==> config.mk <==
export PLATFORM = sky130hd
export DESIGN_NAME = boot_decider
export DESIGN_NICKNAME = d
export VERILOG_FILES = /design/src/rtl/boot_decider.sv
export SDC_FILE = /design/constraint.sdc
export NUM_CORES = 1
export LEC_CHECK = 0
export ABC_CLOCK_PERIOD_IN_PS = 3500
export BUFFER_PORTS_ARGS = -buffer_cell sky130_fd_sc_hd__buf_2
export CORE_UTILIZATION = 55
export CTS_BUF_LIST = sky130_fd_sc_hd__clkbuf_4 sky130_fd_sc_hd__clkbuf_8 sky130_fd_sc_hd__clkbuf_16
export CTS_CLUSTER_DIAMETER = 100
export DETAILED_ROUTE_END_ITERATION = 6
export GPL_TIMING_DRIVEN = 0
export PLACE_DENSITY = 0.76
export SLEW_MARGIN = 30
export SYNTH_ARGS = -nofsm -noshare
export SYNTH_HDL_FRONTEND = slang
export SYNTH_SLANG_ARGS = --single-unit
==> constraint.sdc <==
create_clock -name clk -period 3.5 [get_ports clk]
set_input_delay 0.7 -clock clk [delete_from_list [all_inputs] [get_ports clk]]
set_output_delay 0.7 -clock clk [all_outputs]
set_load 0.01 [all_outputs]
==> src/rtl/boot_decider.sv <==
module boot_decider #(
  parameter int CLK_HZ = 125_000_000,
  parameter int BAUD = 2400,
  parameter int WINDOW_MS = 100,
  parameter logic [31:0] VEC_LO = 32'h0004_0000,
  parameter logic [31:0] VEC_HI = 32'h0013_FFFF,
  parameter logic [31:0] DEF_ENTRY = 32'h000F_4000,
  parameter logic [7:0] INIT_CAUSE = 8'h80,
  parameter logic [7:0] SYNC_BYTE = 8'h56
) (
  input  logic        clk,
  input  logic        rst_n,
  input  logic [31:0] boot_vec,
  input  logic [7:0]  rst_cause,
  input  logic        rxd,
  output logic        rx_en,
  output logic        done,
  output logic        boot_mode,
  output logic [31:0] start_addr
);
  localparam int OSR_DIV = CLK_HZ / (BAUD * 16);
  localparam int TIMEOUT_CYC = CLK_HZ / 1000 * WINDOW_MS;
  localparam int DW = $clog2(OSR_DIV + 1);
  localparam int TW = $clog2(TIMEOUT_CYC + 1);
  localparam logic [DW-1:0] DIV_LAST = DW'(OSR_DIV - 1);
  localparam logic [TW-1:0] TMR_LAST = TW'(TIMEOUT_CYC - 1);

  typedef enum logic [1:0] {CHECK, LISTEN, FINISH} st_t;
  typedef enum logic [1:0] {RX_IDLE, RX_START, RX_DATA, RX_STOP} rx_t;

  st_t st;
  rx_t rx_st;
  logic [DW-1:0] div;
  logic [TW-1:0] tmr;
  logic [3:0] cnt;
  logic [2:0] bitn;
  logic [7:0] shreg;
  logic s1, s2;

  wire vec_ok = (boot_vec >= VEC_LO) && (boot_vec <= VEC_HI);
  wire tick = (div == DIV_LAST);
  wire hit = (rx_st == RX_STOP) && tick && (cnt == 4'd15) && s2 && (shreg == SYNC_BYTE);

  assign rx_en = (st == LISTEN);

  always_ff @(posedge clk or negedge rst_n) begin
    if (!rst_n) begin
      st <= CHECK;
      done <= 1'b0;
      boot_mode <= 1'b0;
      start_addr <= '0;
      div <= '0;
      tmr <= '0;
    end else begin
      done <= 1'b0;
      case (st)
        CHECK: begin
          if (vec_ok) begin
            done <= 1'b1;
            start_addr <= boot_vec;
            st <= FINISH;
          end else if (rst_cause != INIT_CAUSE) begin
            done <= 1'b1;
            start_addr <= DEF_ENTRY;
            st <= FINISH;
          end else begin
            st <= LISTEN;
            div <= '0;
            tmr <= '0;
          end
        end
        LISTEN: begin
          div <= tick ? '0 : div + 1'b1;
          tmr <= tmr + 1'b1;
          if (hit) begin
            done <= 1'b1;
            boot_mode <= 1'b1;
            start_addr <= '0;
            st <= FINISH;
          end else if (tmr == TMR_LAST) begin
            done <= 1'b1;
            start_addr <= DEF_ENTRY;
            st <= FINISH;
          end
        end
        default: ;
      endcase
    end
  end

  always_ff @(posedge clk or negedge rst_n) begin
    if (!rst_n) begin
      rx_st <= RX_IDLE;
      cnt <= '0;
      bitn <= '0;
      shreg <= '0;
      s1 <= 1'b1;
      s2 <= 1'b1;
    end else begin
      s1 <= rxd;
      s2 <= s1;
      if (st != LISTEN) begin
        rx_st <= RX_IDLE;
        cnt <= '0;
      end else if (tick) begin
        case (rx_st)
          RX_IDLE: if (!s2) begin
            rx_st <= RX_START;
            cnt <= '0;
          end
          RX_START: if (cnt == 4'd7) begin
            cnt <= '0;
            bitn <= '0;
            rx_st <= s2 ? RX_IDLE : RX_DATA;
          end else cnt <= cnt + 1'b1;
          RX_DATA: if (cnt == 4'd15) begin
            cnt <= '0;
            shreg <= {s2, shreg[7:1]};
            if (bitn == 3'd7) rx_st <= RX_STOP;
            else bitn <= bitn + 1'b1;
          end else cnt <= cnt + 1'b1;
          RX_STOP: if (cnt == 4'd15) begin
            cnt <= '0;
            rx_st <= RX_IDLE;
          end else cnt <= cnt + 1'b1;
          default: rx_st <= RX_IDLE;
        endcase
      end
    end
  end
endmodule

==> results of run 1 <==
## synthesized netlist by cell type (3+ instances only)
cell	n
a21oi_1	19
a211o_1	8
nor2_1	22
nand2_1	44
o21ba_2	3
o21ai_0	14
nand3_1	19
a31oi_1	15
ha_1	11
nand4_1	4
nor3_1	10
or3_1	4
nor4b_1	5
o2bb2ai_1	5
buf_4	3
and3_1	12
and2_1	11
nor4_1	7
a22o_1	3
dfrtp_1	89
clkbuf_1	7
and3_2	3
o211ai_1	5
inv_1	36
mux2i_1	26
buf_6	6
mux2_2	8
nand2b_1	4
## per-layer routing
metal  global-route usage [%]  vias to the layer above  routed length [um]
met3                    5.475                        9                 467
met5                        0                        -                   0
met4                    7.071                        0                  82
li1                         -                     1814                   -
met1                    30.58                     1808                4387
met2                    40.52                       91                4957
## registers in the layout (all words and copies together) (netlist names)
name / flops
s2: 1
cnt: 4
start_addr: 32
shreg: 8
tmr: 24
s1: 1
boot_mode: 1
div: 12
done: 1
bitn: 3
rx_st: 2
st: 2
## cell type report
cell class | instances | area, um^2
Fill cell | 656 | 2815
Sequential cell | 91 | 2280
Multi-Input combinational cell | 304 | 2135
Timing Repair Buffer | 78 | 419.2
Buffer | 20 | 143.9
Inverter | 38 | 142.6
Clock buffer | 10 | 137.6
Tap cell | 105 | 131.4
Clock inverter | 6 | 53.80
## stage by stage
stage | hold slack (ps) | area, um^2 | total power, W
finish | 233.6 | 5443 | 0.001933
global route | 256.7 | 5443 | 0.002020
CTS | 235.0 | 5443 | 0.001954
detailed placement | 346.8 | 5251 | 0.001252
global placement | 347.3 | 5218 | 0.001242
floorplan | 345.2 | 4701 | 0.001185
## how the worst max path moves through the flow
stage	startpoint	to	slack (ps)
after floorplan	boot_vec[19]	tmr[23]	1340
final	st[0]	rx_en	670
after global placement	boot_vec[19]	div[6]	690
after CTS	st[0]	rx_en	630
after global routing	st[0]	rx_en	510
after detailed placement	boot_vec[19]	div[10]	730
## layout by cell type, fill, tap and decap left out, types with 5 or more instances in the layout
cell / count
a31oi_1: 15
and2_1: 11
mux2_2: 8
and3_1: 12
buf_6: 7
clkbuf_1: 7
clkbuf_8: 11
nand2_1: 44
nor3_1: 10
ha_1: 11
buf_2: 78
a211o_1: 8
nor4_1: 7
nor4b_1: 5
inv_1: 36
o211ai_1: 5
nand3_1: 19
o21ai_0: 14
nor2_1: 22
a21oi_1: 19
o2bb2ai_1: 5
mux2i_1: 26
dfrtp_1: 89
## power by group through the flow
stage / combinational [W] / sequential, W / clock [W]
after global routing: 0.000132 / 0.00112 / 0.000767
after detailed placement: 0.000117 / 0.00113 / 0
after global placement: 0.000109 / 0.00113 / 0
final: 0.000116 / 0.00111 / 0.000702
after floorplan: 0.0000594 / 0.00113 / 0
after CTS: 0.000118 / 0.00111 / 0.000722
## cells by family (layout without fill, tap and decap cells)
group,after synthesis,after routing,share of synthesized area [%]
mux,36,36,7.932
simple gates,166,166,20.49
fa+ha+maj,11,11,2.928
flops,91,91,48.50
xor+xnor,1,1,0.1864
buf+inv,58,152,6.095
compound gates,90,90,13.87
==> results.py, run 1 <==
metrics = {
    "critical_path": {
        "reg2reg_depth": 7,
        "reg2reg_slack_ps": 1160,
        "r2r-end": "start_addr[11]",
        "critPathLaunchType": "register",
        "worstSetupPathType": "register to output port",
        "r2r-start": "st[0]",
        "worstPathCellList": "nand2b_1 -> buf_2 -> clkinv_1 -> buf_1 -> buf_2",
        "crit_arrival_ps": 2130,
        "crit_cells": 5,
        "worstSetupEndpointType": "output port",
        "slowest_stage": "dfrtp_1",
        "cp_max_fo": 10,
        "critPathTopFamily": "buffers and inverters",
        "slowest_delay_ps": 440,
        "crit_top_cell": "buf_2",
        "critPathRequiredTime_ps": 2800,
        "crit_buf_inv": 4,
    },
    "synth": {
        "yosys.area.top_type": "dfrtp_1",
        "postSynth.asyncResetShare_pct": 100.0,
        "ys_ff_latch": 91,
        "synth_edf_count": 0,
        "synthFlopType": "dfrtp_1",
        "synth_warnings": 0,
        "synth_nets": 507,
        "synthesis.area_um2": 4701,
        "yosysSeqAreaShare_pct": 48.50,
        "syn_inst": 453,
        "syn-mean-instance-area_um2": 10.38,
        "yosysTopAreaCellShare_pct": 47.38,
        "synthTopCellsByArea": "dfrtp_1 (47%), mux2i_1 (5.5%), nand2_1 (3.5%)",
        "ys_types": 68,
    },
    "die": {
        "dieArea_um2": 8921,
        "top_level_ports": 78,
        "start_util_pct": 56.92,
        "fp.coreArea_um2": 8258,
        "die_width_um": 94.45,
        "num_rows": 33,
        "die_h_um": 94.45,
    },
    "sta": {
        "worstMarginPinSlew_ps": 670.1,
        "max_freq_mhz": 354.0,
        "grt_setup_unrepaired": "false",
        "layout_setup_ws_ps": 674.8,
        "skew_ps": 12.22,
        "slew_violations": 0,
        "final.min_clock_period_ps": 2825,
        "setup_viol_count_final": 0,
        "max_slew_margin_pct": 55.33,
        "tns_ps": 0,
        "final.period_utilization_pct": 80.72,
        "hold_viol": 0,
    },
    "cts": {
        "h-tree-depth": 3,
        "clk_pin_slew_worst_paths_ps": 90,
        "clock_path_buffers": 2,
        "insertion_delay_ps": 370,
        "ctsResizeCount": 0,
        "cts_num_sinks": 91,
        "cts_hold_buf": 0,
        "root_buffer": "clkbuf_8",
        "post_cts.repair.setup_buffers": 0,
        "cts_buffers": 9,
        "cts_tree": "built",
    },
    "pwr": {
        "p_int_w": 0.001428,
        "leakage_nw": 2.779,
        "sw_frac_of_total_pct": 26.13,
        "clkPwrFrac_pct": 36.3,
        "switching_power_w": 0.0005051,
        "vdd_drop_max_v": 0.0002176,
        "power.density_nw_per_um2": 355.1,
        "seqPwrFrac_pct": 57.7,
        "p_comb_share_pct": 6.0,
    },
    "detailed_routing": {
        "postRouteAntennaNets": 0,
        "routed_wl_mm": 9.895,
        "wl_per_cell_um": 15.18,
        "vias": 3722,
        "first_pass_iters": 4,
        "avgViaCountPerCell": 5.709,
        "drcViolationCount": 0,
        "drt_iter0_drc": 165,
    },
    "final_layout": {
        "antenna_cells": 0,
        "finalNetCount": 596,
        "fin_util_pct": 65.91,
        "drive_gt1_share_pct": 24.50,
        "syn2layout_area_growth_pct": 15.78,
        "fin_cells": 652,
    },
    "place": {
        "post-place-cells": 636,
        "place_ws_ps": 726.3,
        "dpl.hpwl_mm": 7.154,
        "gp_congestion": 0.7908,
        "port_buffers": 77,
    },
    "global_route": {
        "grt_overflow": 0,
        "first_global_vias": 3555,
        "track_usage_pct": 23.91,
        "grt_max_degree": 53,
        "grt_antenna_before_repair": 0,
        "grt_pass1_wl_mm": 16.48,
    },
    "job": {
        "drv_cap": 0,
    },
    "worst_hold_path": {
        "hold_path.class": "primary input to async pin",
    },
    "outcome": {
        "status": "complete, no violations",
    },
}
(Power assumes the default switching activity.)
==> inputs of run 2 (changes only) <==
--- a/config.mk
+++ b/config.mk
@@ -5,14 +5,15 @@
 export SDC_FILE = /design/constraint.sdc
 export NUM_CORES = 1
 export LEC_CHECK = 0
-export ABC_CLOCK_PERIOD_IN_PS = 3500
+export ABC_AREA = 1
+export ABC_CLOCK_PERIOD_IN_PS = 2400
 export BUFFER_PORTS_ARGS = -buffer_cell sky130_fd_sc_hd__buf_2
-export CORE_UTILIZATION = 55
+export CORE_UTILIZATION = 52
 export CTS_BUF_LIST = sky130_fd_sc_hd__clkbuf_4 sky130_fd_sc_hd__clkbuf_8 sky130_fd_sc_hd__clkbuf_16
 export CTS_CLUSTER_DIAMETER = 100
 export DETAILED_ROUTE_END_ITERATION = 6
 export GPL_TIMING_DRIVEN = 0
-export PLACE_DENSITY = 0.76
+export PLACE_DENSITY = 0.75
 export SLEW_MARGIN = 30
 export SYNTH_ARGS = -nofsm -noshare
 export SYNTH_HDL_FRONTEND = slang
==> constraint.sdc (replaced) <==
create_clock -name clk -period 2.4 [get_ports clk]
set_input_delay 0.48 -clock clk [delete_from_list [all_inputs] [get_ports clk]]
set_output_delay 0.48 -clock clk [all_outputs]
set_load 0.01 [all_outputs]
==> run 2 against run 1 <==
Sequential power grew 40%; worst hold slack worse by 220 ps; flip-flop and latch count stayed put; combinational power rose by 47%; clock power rose by 74%; register-to-register slack worse by 630 ps; cell area rose by 9.7%; critical path depth unchanged; area after synthesis rose by 9.7%; core utilization fell by 2.5 points; routed wire length is 24% higher; critical path type unchanged.
==> results.py, run 2 <==
metrics = {
    "outcome": {
        "status": "complete, no violations",
    },
    "die": {
        "num_rows": 35,
        "start_util_pct": 54.79,
        "top_level_ports": 78,
        "fp.coreArea_um2": 9415,
        "die_width_um": 101.6,
        "die_h_um": 101.6,
        "dieArea_um2": 10320,
    },
    "final_layout": {
        "syn2layout_area_growth_pct": 15.72,
        "largest_register_ffs": 32,
        "layout_common_cells": "nand2_1 (252), nor2_1 (106), inv_1 (90)",
        "regMostFlops": "start_addr",
        "antenna_cells": 0,
        "fillers": 836,
        "drive_gt1_share_pct": 16.39,
        "final_common_cell": "nand2_1",
        "top_regs": "start_addr: 32 flops, tmr: 24 flops, div: 12 flops",
        "finalNetCount": 879,
    },
    "sta": {
        "worst_hold_slack_ps": 12.57,
        "final.period_utilization_pct": 91.27,
        "grt_setup_unrepaired": "false",
        "max_slew_margin_pct": 62.58,
        "skew_ps": 10.98,
        "layout_setup_ws_ps": 209.6,
        "hold_viol": 0,
        "final.min_clock_period_ps": 2190,
        "slew_violations": 0,
        "max_freq_mhz": 456.5,
        "setup_viol_count_final": 0,
        "worstMarginPinSlew_ps": 561.4,
    },
    "pwr": {
        "power.density_nw_per_um2": 491.8,
        "vdd_drop_max_v": 0.0003682,
        "p_total_w": 0.002936,
        "leakage_nw": 3.610,
    },
    "critical_path": {
        "cp_max_fo": 16,
        "crit_top_cell": "inv_2",
        "worstPathCellList": "inv_2 -> nand2_4 -> inv_2 -> clkbuf_4 -> buf_2",
        "critPathLaunchType": "register",
        "reg2reg_depth": 11,
        "crit_buf_inv": 4,
        "slowest_stage": "dfrtp_1",
        "critPathTopFamily": "buffers and inverters",
        "r2r-end": "start_addr[26]",
        "worstSetupEndpointType": "output port",
        "crit_arrival_ps": 1710,
        "critPathRequiredTime_ps": 1920,
        "slowest_delay_ps": 400,
        "reg2reg_slack_ps": 530,
        "worstSetupPathType": "register to output port",
        "r2r-start": "st[1]",
    },
    "global_route": {
        "first_global_vias": 4592,
        "grt_overflow": 0,
        "grt_pass1_wl_mm": 20.42,
        "grt_max_degree": 51,
        "track_usage_pct": 25.14,
        "grt_antenna_before_repair": 0,
    },
    "place": {
        "dpl.hpwl_mm": 9.026,
        "gp_congestion": 0.9101,
        "port_buffers": 77,
        "place_ws_ps": 437.2,
    },
    "cts": {
        "h-tree-depth": 3,
        "cts_num_sinks": 91,
        "root_buffer": "clkbuf_8",
        "post_cts.repair.setup_buffers": 0,
        "clk_pin_slew_worst_paths_ps": 100,
        "insertion_delay_ps": 370,
        "clock_path_buffers": 2,
        "cts_buffers": 9,
        "cts_tree": "built",
        "cts_hold_buf": 0,
        "ctsResizeCount": 0,
    },
    "detailed_routing": {
        "drcViolationCount": 0,
        "vias": 4903,
        "drt_iter0_drc": 231,
        "postRouteAntennaNets": 0,
        "avgViaCountPerCell": 5.113,
        "routed_wl_mm": 12.28,
        "first_pass_iters": 7,
        "wl_per_cell_um": 12.80,
    },
    "synth": {
        "yosys.area.top_type": "dfrtp_1",
        "synthTopCellsByArea": "dfrtp_1 (43%), nand2_1 (18%), nor2_1 (7.7%)",
        "synth_most_common_cell": "nand2_1",
        "ys_ff_latch": 91,
        "postSynth.asyncResetShare_pct": 100.0,
        "synth_warnings": 0,
        "yosysSeqAreaShare_pct": 44.19,
        "synthFlopType": "dfrtp_1",
        "yosysTopAreaCellShare_pct": 43.17,
        "netlist_top_cells_count": "nand2_1 (252), nor2_1 (106), inv_1 (90), dfrtp_1 (89), nand3_1 (76)",
        "ys_types": 31,
        "synth_edf_count": 0,
        "synth_nets": 791,
        "syn_inst": 737,
        "synthesis.area_um2": 5159,
        "syn-mean-instance-area_um2": 7.000,
    },
    "job": {
        "drv_cap": 0,
    },
    "worst_hold_path": {
        "hold_path.class": "primary input to async pin",
    },
}
[run 2: changes by cell type in the layout (fill, tap and decap cells not counted), sizes merged, moves of 11 or more]
cell | previous run | this run
nand2 | 44 | 258
and2 | 11 | 0
nand3 | 19 | 77
inv | 41 | 97
nor2 | 22 | 113
and3 | 16 | 0
a31oi | 15 | 0
mux2i | 26 | 0
[run 2: worst max-delay path by stage]
stage	from	cells after the start	slack, ps	endpoint
6_report	st[1]	5	210	rx_en
5_1_grt	st[1]	5	110	rx_en
4_1_cts	st[1]	6	40	rx_en
3_5_place_dp	boot_vec[26]	11	440	tmr[20]
3_3_place_gp	rst_n	1	-0.3	tmr[19]
2_1_floorplan	tmr[0]	9	840	st[0]
[run 2: layout make-up]
cell class / count / area [um^2] / area share [%]
plain buffers: 15 / 108.9 / 1.824
multi-input cells: 536 / 2415 / 40.45
clock inverters: 6 / 95.09 / 1.593
well taps: 129 / 161.4 / 2.704
repair buffers: 78 / 419.2 / 7.022
clock buffers: 10 / 137.6 / 2.306
flip-flops and latches: 91 / 2280 / 38.19
inverters: 94 / 352.8 / 5.911
[run 2: cell families (layout without fill, tap and decap cells)]
family                     after synthesis  count (layout)  synth area share, %
and+or+nand+nor                        483             483                39.63
adders and majority gates               11              11                2.668
DFF                                     91              91                44.19
buffers and inverters                  110             203                8.998
AOI/OAI and AO/OA                       41              41                4.342
xor gates and xnor gates                 1               1               0.1698
[run 2: worst register-to-register path, cell delays in order, from the launching register on]
cell	delay [ps]
dfrtp_1	400
inv_2	100
nand2_4	110
inv_2	260
nand2_1	80
nor2_1	110
nand2_1	90
nor2_2	210
nor2_4	80
nand2_4	110
buf_4	180
nor2_1	50
[run 2: report_power, final]
| part | internal, W | switching, W |
|---|---|---|
| Combinational | 0.0000627 | 0.000108 |
| Clock | 0.000628 | 0.000591 |
| Sequential | 0.00154 | 0.00000651 |
[run 2: metal layers]
metal	vias up	track usage [%]	wire length (um)
met5	-	0	0
met4	0	10.37	261
met3	24	4.210	801
met2	170	42.72	5790
met1	2232	31.81	5425
li1	2477	-	-
[run 2: metrics by stage]
step	std cells	cell area, um^2	setup TNS (ps)	utilization (%)
final	959	5969	0	63.40
after global placement	943	5705	-0.9255	60.60
after global routing	959	5969	0	63.40
after CTS	960	5972	0	63.43
after floorplan	737	5159	0	-
after detailed placement	944	5739	0	60.96
==> inputs of run 3 (changes only) <==
--- a/config.mk
+++ b/config.mk
@@ -8,12 +8,12 @@
 export ABC_AREA = 1
 export ABC_CLOCK_PERIOD_IN_PS = 2400
 export BUFFER_PORTS_ARGS = -buffer_cell sky130_fd_sc_hd__buf_2
-export CORE_UTILIZATION = 52
+export CORE_UTILIZATION = 40
 export CTS_BUF_LIST = sky130_fd_sc_hd__clkbuf_4 sky130_fd_sc_hd__clkbuf_8 sky130_fd_sc_hd__clkbuf_16
 export CTS_CLUSTER_DIAMETER = 100
 export DETAILED_ROUTE_END_ITERATION = 6
 export GPL_TIMING_DRIVEN = 0
-export PLACE_DENSITY = 0.75
+export PLACE_DENSITY = 0.6
 export SLEW_MARGIN = 30
 export SYNTH_ARGS = -nofsm -noshare
 export SYNTH_HDL_FRONTEND = slang
==> run 3 against run 2 <==
First-iteration DRC count increased by 23%; power increased by 11%; critical path depth unchanged; flip-flop and latch count unchanged; routed wire length increased by 2.1%; fmax increased by 0.80%; critical path type unchanged; non-clock buffer count unchanged; combinational power about the same; global-route usage decreased by 4.8 points.
==> results.py, run 3 (synthesized netlist as in run 2, its figures left out) <==
metrics = {
    "global_route": {
        "track_usage_pct": 20.36,
        "grt_max_degree": 49,
        "first_global_vias": 4493,
        "grt_pass1_wl_mm": 21.05,
        "grt_antenna_before_repair": 0,
        "grt_overflow": 0,
    },
    "die": {
        "start_util_pct": 40.88,
        "dieArea_um2": 13360,
        "top_level_ports": 78,
        "die_width_um": 115.6,
        "num_rows": 41,
        "die_h_um": 115.6,
        "fp.coreArea_um2": 12620,
    },
    "place": {
        "port_buffers": 77,
        "dpl.hpwl_mm": 9.272,
        "gp_congestion": 0.8793,
        "place_area_um2": 5793,
    },
    "cts": {
        "post_cts.repair.setup_buffers": 0,
        "cts_hold_buf": 0,
        "insertion_delay_ps": 360,
        "h-tree-depth": 3,
        "clock_path_buffers": 2,
        "cts_buffers": 9,
        "cts_tree": "built",
        "clk_pin_slew_worst_paths_ps": 70,
        "cts_num_sinks": 91,
        "root_buffer": "clkbuf_16",
    },
    "sta": {
        "max_slew_margin_pct": 64.94,
        "slew_violations": 0,
        "final.period_utilization_pct": 90.55,
        "worstMarginPinSlew_ps": 525.8,
        "grt_setup_unrepaired": "false",
        "max_freq_mhz": 460.2,
        "setup_viol_count_final": 0,
        "hold_viol": 0,
        "skew_ps": 6.060,
        "final.min_clock_period_ps": 2173,
    },
    "critical_path": {
        "reg2reg_slack_ps": 540,
        "critPathRequiredTime_ps": 1920,
        "worstSetupPathType": "register to output port",
        "r2r-start": "st[1]",
        "r2r-end": "start_addr[7]",
        "cp_max_fo": 16,
        "worstSetupEndpointType": "output port",
        "critPathLaunchType": "register",
        "crit_arrival_ps": 1690,
        "reg2reg_depth": 11,
    },
    "final_layout": {
        "layout_common_cells": "nand2_1 (252), nor2_1 (106), inv_1 (90)",
        "fin_area_um2": 6106,
        "final_common_cell": "nand2_1",
        "top_regs": "start_addr: 32 flops, tmr: 24 flops, div: 12 flops",
        "regMostFlops": "start_addr",
        "syn2layout_area_growth_pct": 18.36,
        "finalNetCount": 879,
        "drive_gt1_share_pct": 16.28,
        "antenna_cells": 0,
        "fin_util_pct": 48.38,
        "largest_register_ffs": 32,
    },
    "detailed_routing": {
        "routed_wl_mm": 12.54,
        "drcViolationCount": 0,
        "postRouteAntennaNets": 0,
        "vias": 4853,
        "drt_iter0_drc": 284,
        "wl_per_cell_um": 12.52,
        "first_pass_iters": 5,
        "avgViaCountPerCell": 4.848,
    },
    "pwr": {
        "vdd_drop_max_v": 0.0003549,
        "leakage_nw": 3.645,
        "power.density_nw_per_um2": 532.0,
    },
    "job": {
        "drv_cap": 0,
    },
    "outcome": {
        "status": "complete, no violations",
    },
    "worst_hold_path": {
        "hold_path.class": "primary input to async pin",
    },
}
run 3: cell count changes in the layout (fill, tap and decap cells not counted):
cell        change
clkbuf_8       -10
clkbuf_16       +9
inv_6           -2
buf_4           +1
clkbuf_4        -1
clkinv_2        +1
clkinvlp_4      +1
run 3: how the worst max path moves through the flow:
stage                             from      end  depth (start not counted)
after floorplan                 tmr[0]    st[0]                          9
after global placement           rst_n  tmr[19]                          1
after detailed placement  boot_vec[26]  tmr[13]                         11
after CTS                        st[1]    rx_en                          6
after global routing             st[1]    rx_en                          5
final                            st[1]    rx_en                          5
run 3: what timing repair did:
| item | in CTS | in global routing |
|---|---|---|
| gates resized for setup | 1 | 0 |
| setup endpoints to repair | 1 | 1 |
| gates cloned | 0 | 0 |
run 3: through the flow:
| step | TNS (ps) | power, W | instances | hold WS, ps | worst slack (ps) |
|---|---|---|---|---|---|
| finish | 0 | 0.003249 | 1001 | 43.88 | 226.9 |
| CTS | 0 | 0.003293 | 1002 | 59.82 | 93.31 |
| global route | 0 | 0.003371 | 1001 | 81.89 | 119.7 |
| floorplan | 0 | 0.001653 | 737 | 184.4 | 845.0 |
| detailed placement | 0 | 0.001748 | 987 | 348.8 | 377.6 |
| global placement | -4914 | 0.001738 | 986 | 347.8 | -60.58 |
run 3: layout make-up:
class,count,area (um^2)
fillers,1268,6514
multi-input cells,536,2415
flip-flops and latches,91,2280
repair buffers,78,419.2
inverters,94,352.8
clock buffers,9,225.2
well taps,172,215.2
plain buffers,15,108.9
clock inverters,6,90.09
run 3: per-layer routing:
metal	global-route usage (%)	share of wire [%]
met3	3.661	5.6
met2	33.93	45
met1	26.05	47
met4	8.571	1.9
met5	0	0
run 3: worst max-delay path, cell delays in order (launching register included):
cell	delay, ps
dfrtp_1	390
inv_2	100
nand2_4	110
inv_2	280
buf_4	290
buf_2	160
run 3: power by group:
| part | leakage, nW | switching, W | internal [W] |
|---|---|---|---|
| clock | 0.152 | 0.000622 | 0.000910 |
| combinational | 2.45 | 0.000107 | 0.0000627 |
| sequential | 1.05 | 0.00000658 | 0.00154 |
